===== src/rtl/ide_pio_pkg.sv =====
package ide_pio_pkg;

  // clocks between chip select/address valid and the strobe edge
  localparam int SETUP_CLKS = 2;

  typedef enum logic [1:0] {
    PH_IDLE  = 2'd0,
    PH_SETUP = 2'd1,
    PH_ACT   = 2'd2,
    PH_REC   = 2'd3
  } phase_e;

  function automatic logic [2:0] mode_clamp(input logic [2:0] m);
    return (m > 3'd4) ? 3'd4 : m;
  endfunction

  // whole bus cycle, in system clocks
  function automatic int unsigned total_clks(input logic [2:0] m);
    case (mode_clamp(m))
      3'd0:    return 30;
      3'd1:    return 20;
      3'd2:    return 13;
      3'd3:    return 10;
      default: return 8;
    endcase
  endfunction

  // nominal strobe-low length, in system clocks
  function automatic int unsigned act_clks(input logic [2:0] m);
    case (mode_clamp(m))
      3'd0:    return 16;
      3'd1:    return 11;
      3'd2:    return 7;
      3'd3:    return 6;
      default: return 4;
    endcase
  endfunction

endpackage


===== src/rtl/ide_pio_rst_sync.sv =====
module ide_pio_rst_sync (
  input  logic clk,
  input  logic arst_n,
  output logic srst_n
);
  logic [1:0] sync_q;

  always_ff @(posedge clk or negedge arst_n) begin
    if (!arst_n) sync_q <= 2'b00;
    else         sync_q <= {sync_q[0], 1'b1};
  end

  assign srst_n = sync_q[1];
endmodule


===== src/rtl/ide_pio_timing.sv =====
module ide_pio_timing
  import ide_pio_pkg::*;
#(
  parameter int TW = 8
) (
  input  logic [2:0]    mode,
  output logic [TW-1:0] act_len,
  output logic [TW-1:0] rec_len
);
  assign act_len = TW'(act_clks(mode));
  assign rec_len = TW'(total_clks(mode) - act_clks(mode) - SETUP_CLKS);
endmodule


===== src/rtl/ide_pio_cycle.sv =====
module ide_pio_cycle
  import ide_pio_pkg::*;
#(
  parameter int DW   = 16,
  parameter int TW   = 8,
  parameter int LIMW = 8
) (
  input  logic            clk,
  input  logic            rst_n,
  input  logic            start,
  input  logic            wr_in,
  input  logic [DW-1:0]   din,
  input  logic [TW-1:0]   act_len,
  input  logic [TW-1:0]   rec_len,
  input  logic [LIMW-1:0] lim,
  input  logic            iordy,
  input  logic [DW-1:0]   bus_din,
  output logic            in_cycle,
  output logic            rd_n,
  output logic            wr_n,
  output logic            oe,
  output logic [DW-1:0]   dout,
  output logic [DW-1:0]   rdata,
  output logic            rec_first,
  output logic            cyc_end,
  output logic            to_hit
);
  phase_e          ph_q, ph_d;
  logic [TW-1:0]   cnt_q, cnt_d;
  logic [LIMW-1:0] wcnt_q, wcnt_d;
  logic            wr_q, wr_d;
  logic [DW-1:0]   dout_q, dout_d;
  logic [DW-1:0]   rdata_q, rdata_d;
  logic            load, cap;

  always_comb begin
    ph_d    = ph_q;
    cnt_d   = cnt_q;
    wcnt_d  = wcnt_q;
    wr_d    = wr_q;
    dout_d  = dout_q;
    rdata_d = rdata_q;
    load    = 1'b0;
    cap     = 1'b0;
    to_hit  = 1'b0;
    case (ph_q)
      PH_IDLE: load = start;
      PH_SETUP: begin
        if (cnt_q == '0) begin
          ph_d   = PH_ACT;
          cnt_d  = act_len - TW'(1);
          wcnt_d = '0;
        end else begin
          cnt_d = cnt_q - TW'(1);
        end
      end
      PH_ACT: begin
        if (cnt_q != '0) begin
          cnt_d = cnt_q - TW'(1);
        end else if (iordy || (wcnt_q == lim)) begin
          ph_d   = PH_REC;
          cnt_d  = rec_len - TW'(1);
          cap    = 1'b1;
          to_hit = !iordy;
        end else begin
          wcnt_d = wcnt_q + LIMW'(1);
        end
      end
      PH_REC: begin
        if (cnt_q == '0) begin
          if (start) load = 1'b1;
          else       ph_d = PH_IDLE;
        end else begin
          cnt_d = cnt_q - TW'(1);
        end
      end
      default: ph_d = PH_IDLE;
    endcase
    if (load) begin
      ph_d   = PH_SETUP;
      cnt_d  = TW'(SETUP_CLKS - 1);
      wr_d   = wr_in;
      dout_d = din;
    end
    if (cap && !wr_q) rdata_d = bus_din;
  end

  always_ff @(posedge clk or negedge rst_n) begin
    if (!rst_n) begin
      ph_q    <= PH_IDLE;
      cnt_q   <= '0;
      wcnt_q  <= '0;
      wr_q    <= 1'b0;
      dout_q  <= '0;
      rdata_q <= '0;
    end else begin
      ph_q    <= ph_d;
      cnt_q   <= cnt_d;
      wcnt_q  <= wcnt_d;
      wr_q    <= wr_d;
      dout_q  <= dout_d;
      rdata_q <= rdata_d;
    end
  end

  assign in_cycle  = (ph_q != PH_IDLE);
  assign rec_first = (ph_q == PH_REC) && (cnt_q == rec_len - TW'(1));
  assign cyc_end   = (ph_q == PH_REC) && (cnt_q == '0);
  assign rd_n      = !((ph_q == PH_ACT) && !wr_q);
  assign wr_n      = !((ph_q == PH_ACT) && wr_q);
  assign oe        = wr_q && ((ph_q == PH_SETUP) || (ph_q == PH_ACT) || rec_first);
  assign dout      = dout_q;
  assign rdata     = rdata_q;

  // stretch counter never runs past the latched limit
  assert_wait_bound_R5: assert property (@(posedge clk) disable iff (!rst_n)
    (ph_q == PH_ACT) |-> (wcnt_q <= lim));

  // a strobe is only entered from the setup phase
  assert_act_from_setup_R3: assert property (@(posedge clk) disable iff (!rst_n)
    ((ph_q == PH_ACT) && ($past(ph_q) != PH_ACT)) |-> ($past(ph_q) == PH_SETUP));
endmodule


===== src/rtl/ide_pio_ctrl.sv =====
module ide_pio_ctrl
  import ide_pio_pkg::*;
#(
  parameter int DW   = 16,
  parameter int AW   = 8,
  parameter int CNTW = 16,
  parameter int LIMW = 8,
  parameter int NCS  = 2
) (
  input  logic            clk,
  input  logic            rst_n,
  input  logic            cmd_valid,
  input  logic [2:0]      cmd_mode,
  input  logic            cmd_write,
  input  logic            cmd_block,
  input  logic [NCS-1:0]  cmd_cs,
  input  logic [2:0]      cmd_reg,
  input  logic [CNTW-1:0] cmd_count,
  input  logic [AW-1:0]   cmd_base,
  input  logic [DW-1:0]   cmd_wdata,
  input  logic [LIMW-1:0] cmd_limit,
  output logic            busy,
  output logic            done,
  output logic            timeout,
  output logic [DW-1:0]   rd_data,
  output logic [AW-1:0]   mem_addr,
  output logic            mem_we,
  output logic [DW-1:0]   mem_wdata,
  input  logic [DW-1:0]   mem_rdata,
  output logic [NCS-1:0]  ide_cs_n,
  output logic [2:0]      ide_addr,
  output logic            ide_rd_n,
  output logic            ide_wr_n,
  input  logic            ide_iordy,
  output logic [DW-1:0]   ide_d_o,
  output logic            ide_d_oe,
  input  logic [DW-1:0]   ide_d_i
);
  localparam int TW = 8;

  logic            rs_n;
  logic            acc;
  // command fields, loaded with clock enable acc
  logic [2:0]      mode_q;
  logic            wr_q, blk_q;
  logic [NCS-1:0]  cs_q;
  logic [2:0]      reg_q;
  logic [DW-1:0]   wdata_q;
  logic [LIMW-1:0] lim_q;
  // sequencing state
  logic            busy_q, busy_d;
  logic            done_q, done_d;
  logic            kick_q, kick_d;
  logic            abort_q, abort_d;
  logic            to_q, to_d;
  logic [CNTW-1:0] left_q, left_d;
  logic [AW-1:0]   ptr_q, ptr_d;
  // engine links
  logic [TW-1:0]   act_len, rec_len;
  logic            start, last_word;
  logic            in_cycle, rec_first, cyc_end, to_hit;
  logic [DW-1:0]   eng_din, eng_rdata;

  ide_pio_rst_sync u_rst (.clk(clk), .arst_n(rst_n), .srst_n(rs_n));

  ide_pio_timing #(.TW(TW)) u_tim (
    .mode(mode_q), .act_len(act_len), .rec_len(rec_len)
  );

  assign acc       = cmd_valid && !busy_q;
  assign last_word = (left_q == CNTW'(1)) || abort_q;
  assign start     = kick_q || (cyc_end && busy_q && !last_word);
  assign eng_din   = blk_q ? mem_rdata : wdata_q;

  ide_pio_cycle #(.DW(DW), .TW(TW), .LIMW(LIMW)) u_cyc (
    .clk(clk), .rst_n(rs_n), .start(start), .wr_in(wr_q), .din(eng_din),
    .act_len(act_len), .rec_len(rec_len), .lim(lim_q), .iordy(ide_iordy),
    .bus_din(ide_d_i), .in_cycle(in_cycle), .rd_n(ide_rd_n), .wr_n(ide_wr_n),
    .oe(ide_d_oe), .dout(ide_d_o), .rdata(eng_rdata), .rec_first(rec_first),
    .cyc_end(cyc_end), .to_hit(to_hit)
  );

  always_ff @(posedge clk or negedge rs_n) begin
    if (!rs_n) begin
      mode_q  <= '0;
      wr_q    <= 1'b0;
      blk_q   <= 1'b0;
      cs_q    <= '0;
      reg_q   <= '0;
      wdata_q <= '0;
      lim_q   <= '0;
    end else if (acc) begin
      mode_q  <= cmd_mode;
      wr_q    <= cmd_write;
      blk_q   <= cmd_block;
      cs_q    <= cmd_cs;
      reg_q   <= cmd_reg;
      wdata_q <= cmd_wdata;
      lim_q   <= cmd_limit;
    end
  end

  always_comb begin
    busy_d  = busy_q;
    done_d  = 1'b0;
    kick_d  = 1'b0;
    abort_d = abort_q;
    to_d    = to_q;
    left_d  = left_q;
    ptr_d   = ptr_q;
    if (acc) begin
      to_d    = 1'b0;
      abort_d = 1'b0;
      ptr_d   = cmd_base;
      left_d  = cmd_block ? cmd_count : CNTW'(1);
      if (cmd_block && (cmd_count == '0)) begin
        done_d = 1'b1;
      end else begin
        busy_d = 1'b1;
        kick_d = 1'b1;
      end
    end
    if (to_hit) begin
      to_d    = 1'b1;
      abort_d = 1'b1;
    end
    if (rec_first) ptr_d = ptr_q + AW'(1);
    if (cyc_end) begin
      left_d = left_q - CNTW'(1);
      if (last_word) begin
        busy_d = 1'b0;
        done_d = 1'b1;
      end
    end
  end

  always_ff @(posedge clk or negedge rs_n) begin
    if (!rs_n) begin
      busy_q  <= 1'b0;
      done_q  <= 1'b0;
      kick_q  <= 1'b0;
      abort_q <= 1'b0;
      to_q    <= 1'b0;
      left_q  <= '0;
      ptr_q   <= '0;
    end else begin
      busy_q  <= busy_d;
      done_q  <= done_d;
      kick_q  <= kick_d;
      abort_q <= abort_d;
      to_q    <= to_d;
      left_q  <= left_d;
      ptr_q   <= ptr_d;
    end
  end

  for (genvar gi = 0; gi < NCS; gi++) begin : g_cs
    assign ide_cs_n[gi] = !(in_cycle && cs_q[gi]);
  end

  assign ide_addr  = reg_q;
  assign busy      = busy_q;
  assign done      = done_q;
  assign timeout   = to_q;
  assign rd_data   = eng_rdata;
  assign mem_addr  = ptr_q;
  assign mem_we    = blk_q && !wr_q && rec_first;
  assign mem_wdata = eng_rdata;

  // strobe edge must follow a clock with a chip select already low
  assert_cs_before_strobe_R3: assert property (@(posedge clk) disable iff (!rs_n)
    ($fell(ide_rd_n) || $fell(ide_wr_n)) |-> ($past(ide_cs_n) != {NCS{1'b1}}));

  // bus is never driven while the drive is told to drive it
  assert_oe_not_read_R7: assert property (@(posedge clk) disable iff (!rs_n)
    ide_d_oe |-> ide_rd_n);

  assert_done_idle_R11: assert property (@(posedge clk) disable iff (!rs_n)
    done |-> (!busy && (ide_cs_n == {NCS{1'b1}})));

  // a request while busy leaves the latched mode alone
  assert_ignore_busy_R12: assert property (@(posedge clk) disable iff (!rs_n)
    (busy && cmd_valid) |=> $stable(mode_q));

  // no bus cycle outside a command
  assert_quiet_idle_R1: assert property (@(posedge clk) disable iff (!rs_n)
    (!busy_q && !kick_q) |-> (ide_rd_n && ide_wr_n && !ide_d_oe));
endmodule


===== config.mk =====
export PLATFORM = sky130hd
export DESIGN_NAME = ide_pio_ctrl
export DESIGN_NICKNAME = d
export VERILOG_FILES = /design/src/rtl/ide_pio_pkg.sv /design/src/rtl/ide_pio_rst_sync.sv /design/src/rtl/ide_pio_timing.sv /design/src/rtl/ide_pio_cycle.sv /design/src/rtl/ide_pio_ctrl.sv
export SDC_FILE = /design/constraint.sdc
export NUM_CORES = 1
export LEC_CHECK = 0
export BUFFER_PORTS_ARGS = -buffer_cell sky130_fd_sc_hd__buf_4
export CELL_PAD_IN_SITES_DETAIL_PLACEMENT = 1
export CELL_PAD_IN_SITES_GLOBAL_PLACEMENT = 2
export CORE_ASPECT_RATIO = 0.9
export CORE_MARGIN = 4
export CORE_UTILIZATION = 30
export DETAILED_ROUTE_END_ITERATION = 12
export GPL_TIMING_DRIVEN = 0
export PLACE_DENSITY_LB_ADDON = 0.1
export SLEW_MARGIN = 20
export SYNTH_ARGS = -nofsm -noshare
export SYNTH_HDL_FRONTEND = slang
export SYNTH_HIERARCHICAL = 1
export SYNTH_SLANG_ARGS = --single-unit

===== constraint.sdc =====
create_clock -name clk -period 4.9 [get_ports clk]
set_clock_uncertainty 0.15 [all_clocks]
set_input_delay 0.98 -clock clk [delete_from_list [all_inputs] [get_ports clk]]
set_output_delay 0.98 -clock clk [all_outputs]
set_load 0.05 [all_outputs]

==> summary.md <==
| Metric | Value |
|---|---|
| Die ar. | 25750 µm² |
| Synth Instances | 731 |
| Avg Vias per Cell | 4.952 |
| Total gr overflow | 0 |
| Number of global-route vias before repair | 6836 |
| Post-synthesis cell area | 6974 µm² |
| Worst-skew pair later-pin latency | 420 ps |
| Least-Margin Pin Slew | 816.5 ps |
| RSZ-0062 raised after global routing | true |
| CTS tree | done |
| Cell Int Power | 3.254 mW |
| Clock Tree Root | clkbuf_16 |
| CTS H-Tree Depth | 4 |
| Synth cell types | 81 |
| CTS Hold Bufs | 0 |
| Worst slew margin | 45.07% |
| Crit Path Class | reg -> out |
| Setup crit start kind | flop |
| EDFF count, synth | 0 |
| DR DRC count | 0 |
| Status | finished, violations left |
| Failing checks | setup timing |
| Setup TNS | -447.1 ps |
| Most common library cells after synthesis | nand2_1 (140), dfrtp_1 (115), mux2_2 (38), nor2_1 (38) |
| Gpl congestion | 0.8003 |
| Final hold slack | 101.3 ps |
| Die W | 168.7 µm |
| Clock group share of total power | 22.2% |
| Clk sinks | 115 |
| Via count | 6235 |
| Number of antenna diodes | 0 |
| Post-synth top area cell | dfrtp_1 |
| Max Cap Violations | 0 |
| Top post-synthesis cells by area | dfrtp_1 (41%), nand2_1 (7.5%), mux2_2 (6.1%), xor2_1 (3.1%), ha_1 (3.0%) |
| Period utilization | 105.2% |
| Clock-pin slew on the worst setup and hold paths | 70 ps |
| Worst-case clock buffer depth | 2 |
| Post-DP HPWL | 18030 µm |
| Site Rows | 52 |
| Synth Flop Type | dfrtp_1 |
| CP required | 3770 ps |
| Pre-Repair DR Iteration Count | 4 |
| CP endpoint kind | output port |
| #FFs+latches synth | 115 |
| Routed wire per std cell | 19.06 µm |
| Switching power total | 2.642 mW |
| Crit Path Max Fanout | 4 |
| Worst EP arrival | 4030 ps |
| Final ANT Viol Nets | 0 |
| Final slew viol count | 0 |
| Placement Setup Slack | -1363 ps |
| Syn-to-layout area delta | 41.05% |
| Asr flop ratio synth | 100.0% |
| Final hold vios | 0 |
| Nets | 1060 |
| PwrDens | 599.3 nW/µm² |
| IR drop worst, VDD | 0.2969 mV |
| Sw frac | 44.80% |
| Top-count cell post-synth | nand2_1 |
| Sequential fraction of the synthesis area | 41.26% |
| Flop pwr share | 24.3% |
| Combinational power share | 53.5% |
| Core ar. | 22710 µm² |
| Tmin final | 5157 ps |
| First-pass GRT wire length | 38250 µm |
| Largest net degree at the start of global routing | 54 |
| I/O pin cnt | 162 |
| Leakage | 4.625 nW |
| Synth top area share | 41.26% |
| Buffers on Ports | 160 |
| Initial antenna violation count | 0 |
| Worst Hold Class | reg -> async |
| Initial Util | 30.71% |
| Setup violations, final | 2 |
| Starting DRT DRC Count | 262 |
| Share of cells above drive strength 1 | 40.02% |
| Synthesized area per cell | 9.541 µm² |
| Worst setup margin | -257.2 ps |
| Final WL | 23990 µm |
| Max frequency | 193.9 MHz |
| Die H | 152.6 µm |
| GR Util All Layers | 18.64% |
| Yosys warnings | 6 |
| Final core area utilization | 43.32% |
| Num CTS Buffers | 17 |
## per-layer routing
layer | share of wire [%] | up-vias | track usage, %
met3 | 4.9 | 18 | 4.825
li1 | - | 2973 | -
met5 | 0 | - | 0
met1 | 44 | 3130 | 24.26
met2 | 50 | 114 | 31.09
met4 | 1.1 | 0 | 4.366
## final cells by class
type | count | area (µm²)
buffer | 57 | 376.6
clock buffer | 17 | 425.4
clock inverter | 15 | 183.9
fill | 2571 | 12870
inverter | 29 | 108.9
multi-input combinational | 531 | 3938
sequential | 115 | 2883
tap | 297 | 371.6
timing repair buffer | 198 | 1550
## critical path, cell delays in order, from the launching register on
cell and delay, ps:
dfrtp_2 440, buf_6 130, buf_4 140, nor2_2 160, ha_4 220, nor2b_4 140, or2_1 280, o41ai_2 240
o211ai_1 170, buf_4 170, nor3_4 160, nand2_2 110, xor2_2 190, o21ai_1 120, nor4_4 280, buf_4 190
clkbuf_16 140, nand2_4 40, nor2_4 130, buf_8 160
## placed cells by master, fill, tap and decap left out, drive strengths merged, types with 5 or more instances in the layout
cell    count
xor2       25
buf       232
mux2       48
nand2b      5
a211oi     12
nor3       18
ha         17
dfrtp     115
nor4       19
mux2i       8
inv        39
o21ai      17
and3        8
nand4       5
nor2b       8
o22ai       6
clkbuf     40
o211ai      5
xnor2      21
a21oi      29
nor2       40
nand2     140
nand3      10
nor3b       9
## power groups by stage
stage	sequential [mW]	clock [mW]	combinational [mW]
2_1_floorplan	1.76	0	1.65
3_3_place_gp	1.45	0	2.67
3_5_place_dp	1.45	0	2.76
4_1_cts	1.44	1.35	2.97
5_1_grt	1.48	1.39	3.38
6_report	1.43	1.31	3.15
## flip-flops by register name (all words and copies together) (netlist names), 3 cells and up
| name | cells |
|---|---|
| u_cyc/dout | 16 |
| mem_addr | 8 |
| u_cyc/rdata | 16 |
| ide_addr | 3 |
| u_cyc/wcnt_q | 8 |
| wdata_q | 16 |
| u_cyc/cnt_q | 8 |
| mode_q | 3 |
| left_q | 16 |
| lim_q | 8 |
## stage by stage
step	power, mW	area [µm²]	std cells
4_1_cts	5.755	9608	1247
6_report	5.896	9837	1259
3_5_place_dp	4.206	8636	1192
5_1_grt	6.251	9837	1259
2_1_floorplan	3.406	7012	733
3_3_place_gp	4.117	8584	1190
## logic make-up after synthesis
family / Yosys count / synth area share, %
XOR/XNOR: 46 / 5.777
buffers and inverters: 87 / 6.548
other: 2 / 0.1077
adder cells (fa/ha/maj): 17 / 3.050
AO/OA/AOI/OAI: 118 / 12.45
flip-flops: 115 / 41.26
AND/OR/NAND/NOR: 290 / 21.37
multiplexers: 56 / 9.437
## worst paths after layout
kind / start / to / slack, ps / depth (start not counted)
max reg2reg: u_cyc/cnt_q[0] / u_cyc/dout[11] / 370 / 13
min: u_rst/sync_q[1] / u_cyc/rdata[10] / 100 / 0
min in group clk: u_rst/sync_q[0] / u_rst/sync_q[1] / 210 / 0
min reg2reg: u_rst/sync_q[1] / u_cyc/rdata[10] / 100 / 0
max in group asynchronous: u_rst/sync_q[1] / mode_q[2] / 3590 / 2
max: mode_q[2] / mem_we / -260 / 19
## what timing repair did
action                     in CTS  in global routing
setup buffers                  24                 12
setup endpoints to repair      10                  6
resized for setup              36                 27
pin swaps                      18                 21
Power figures use the tool's default switching activity.
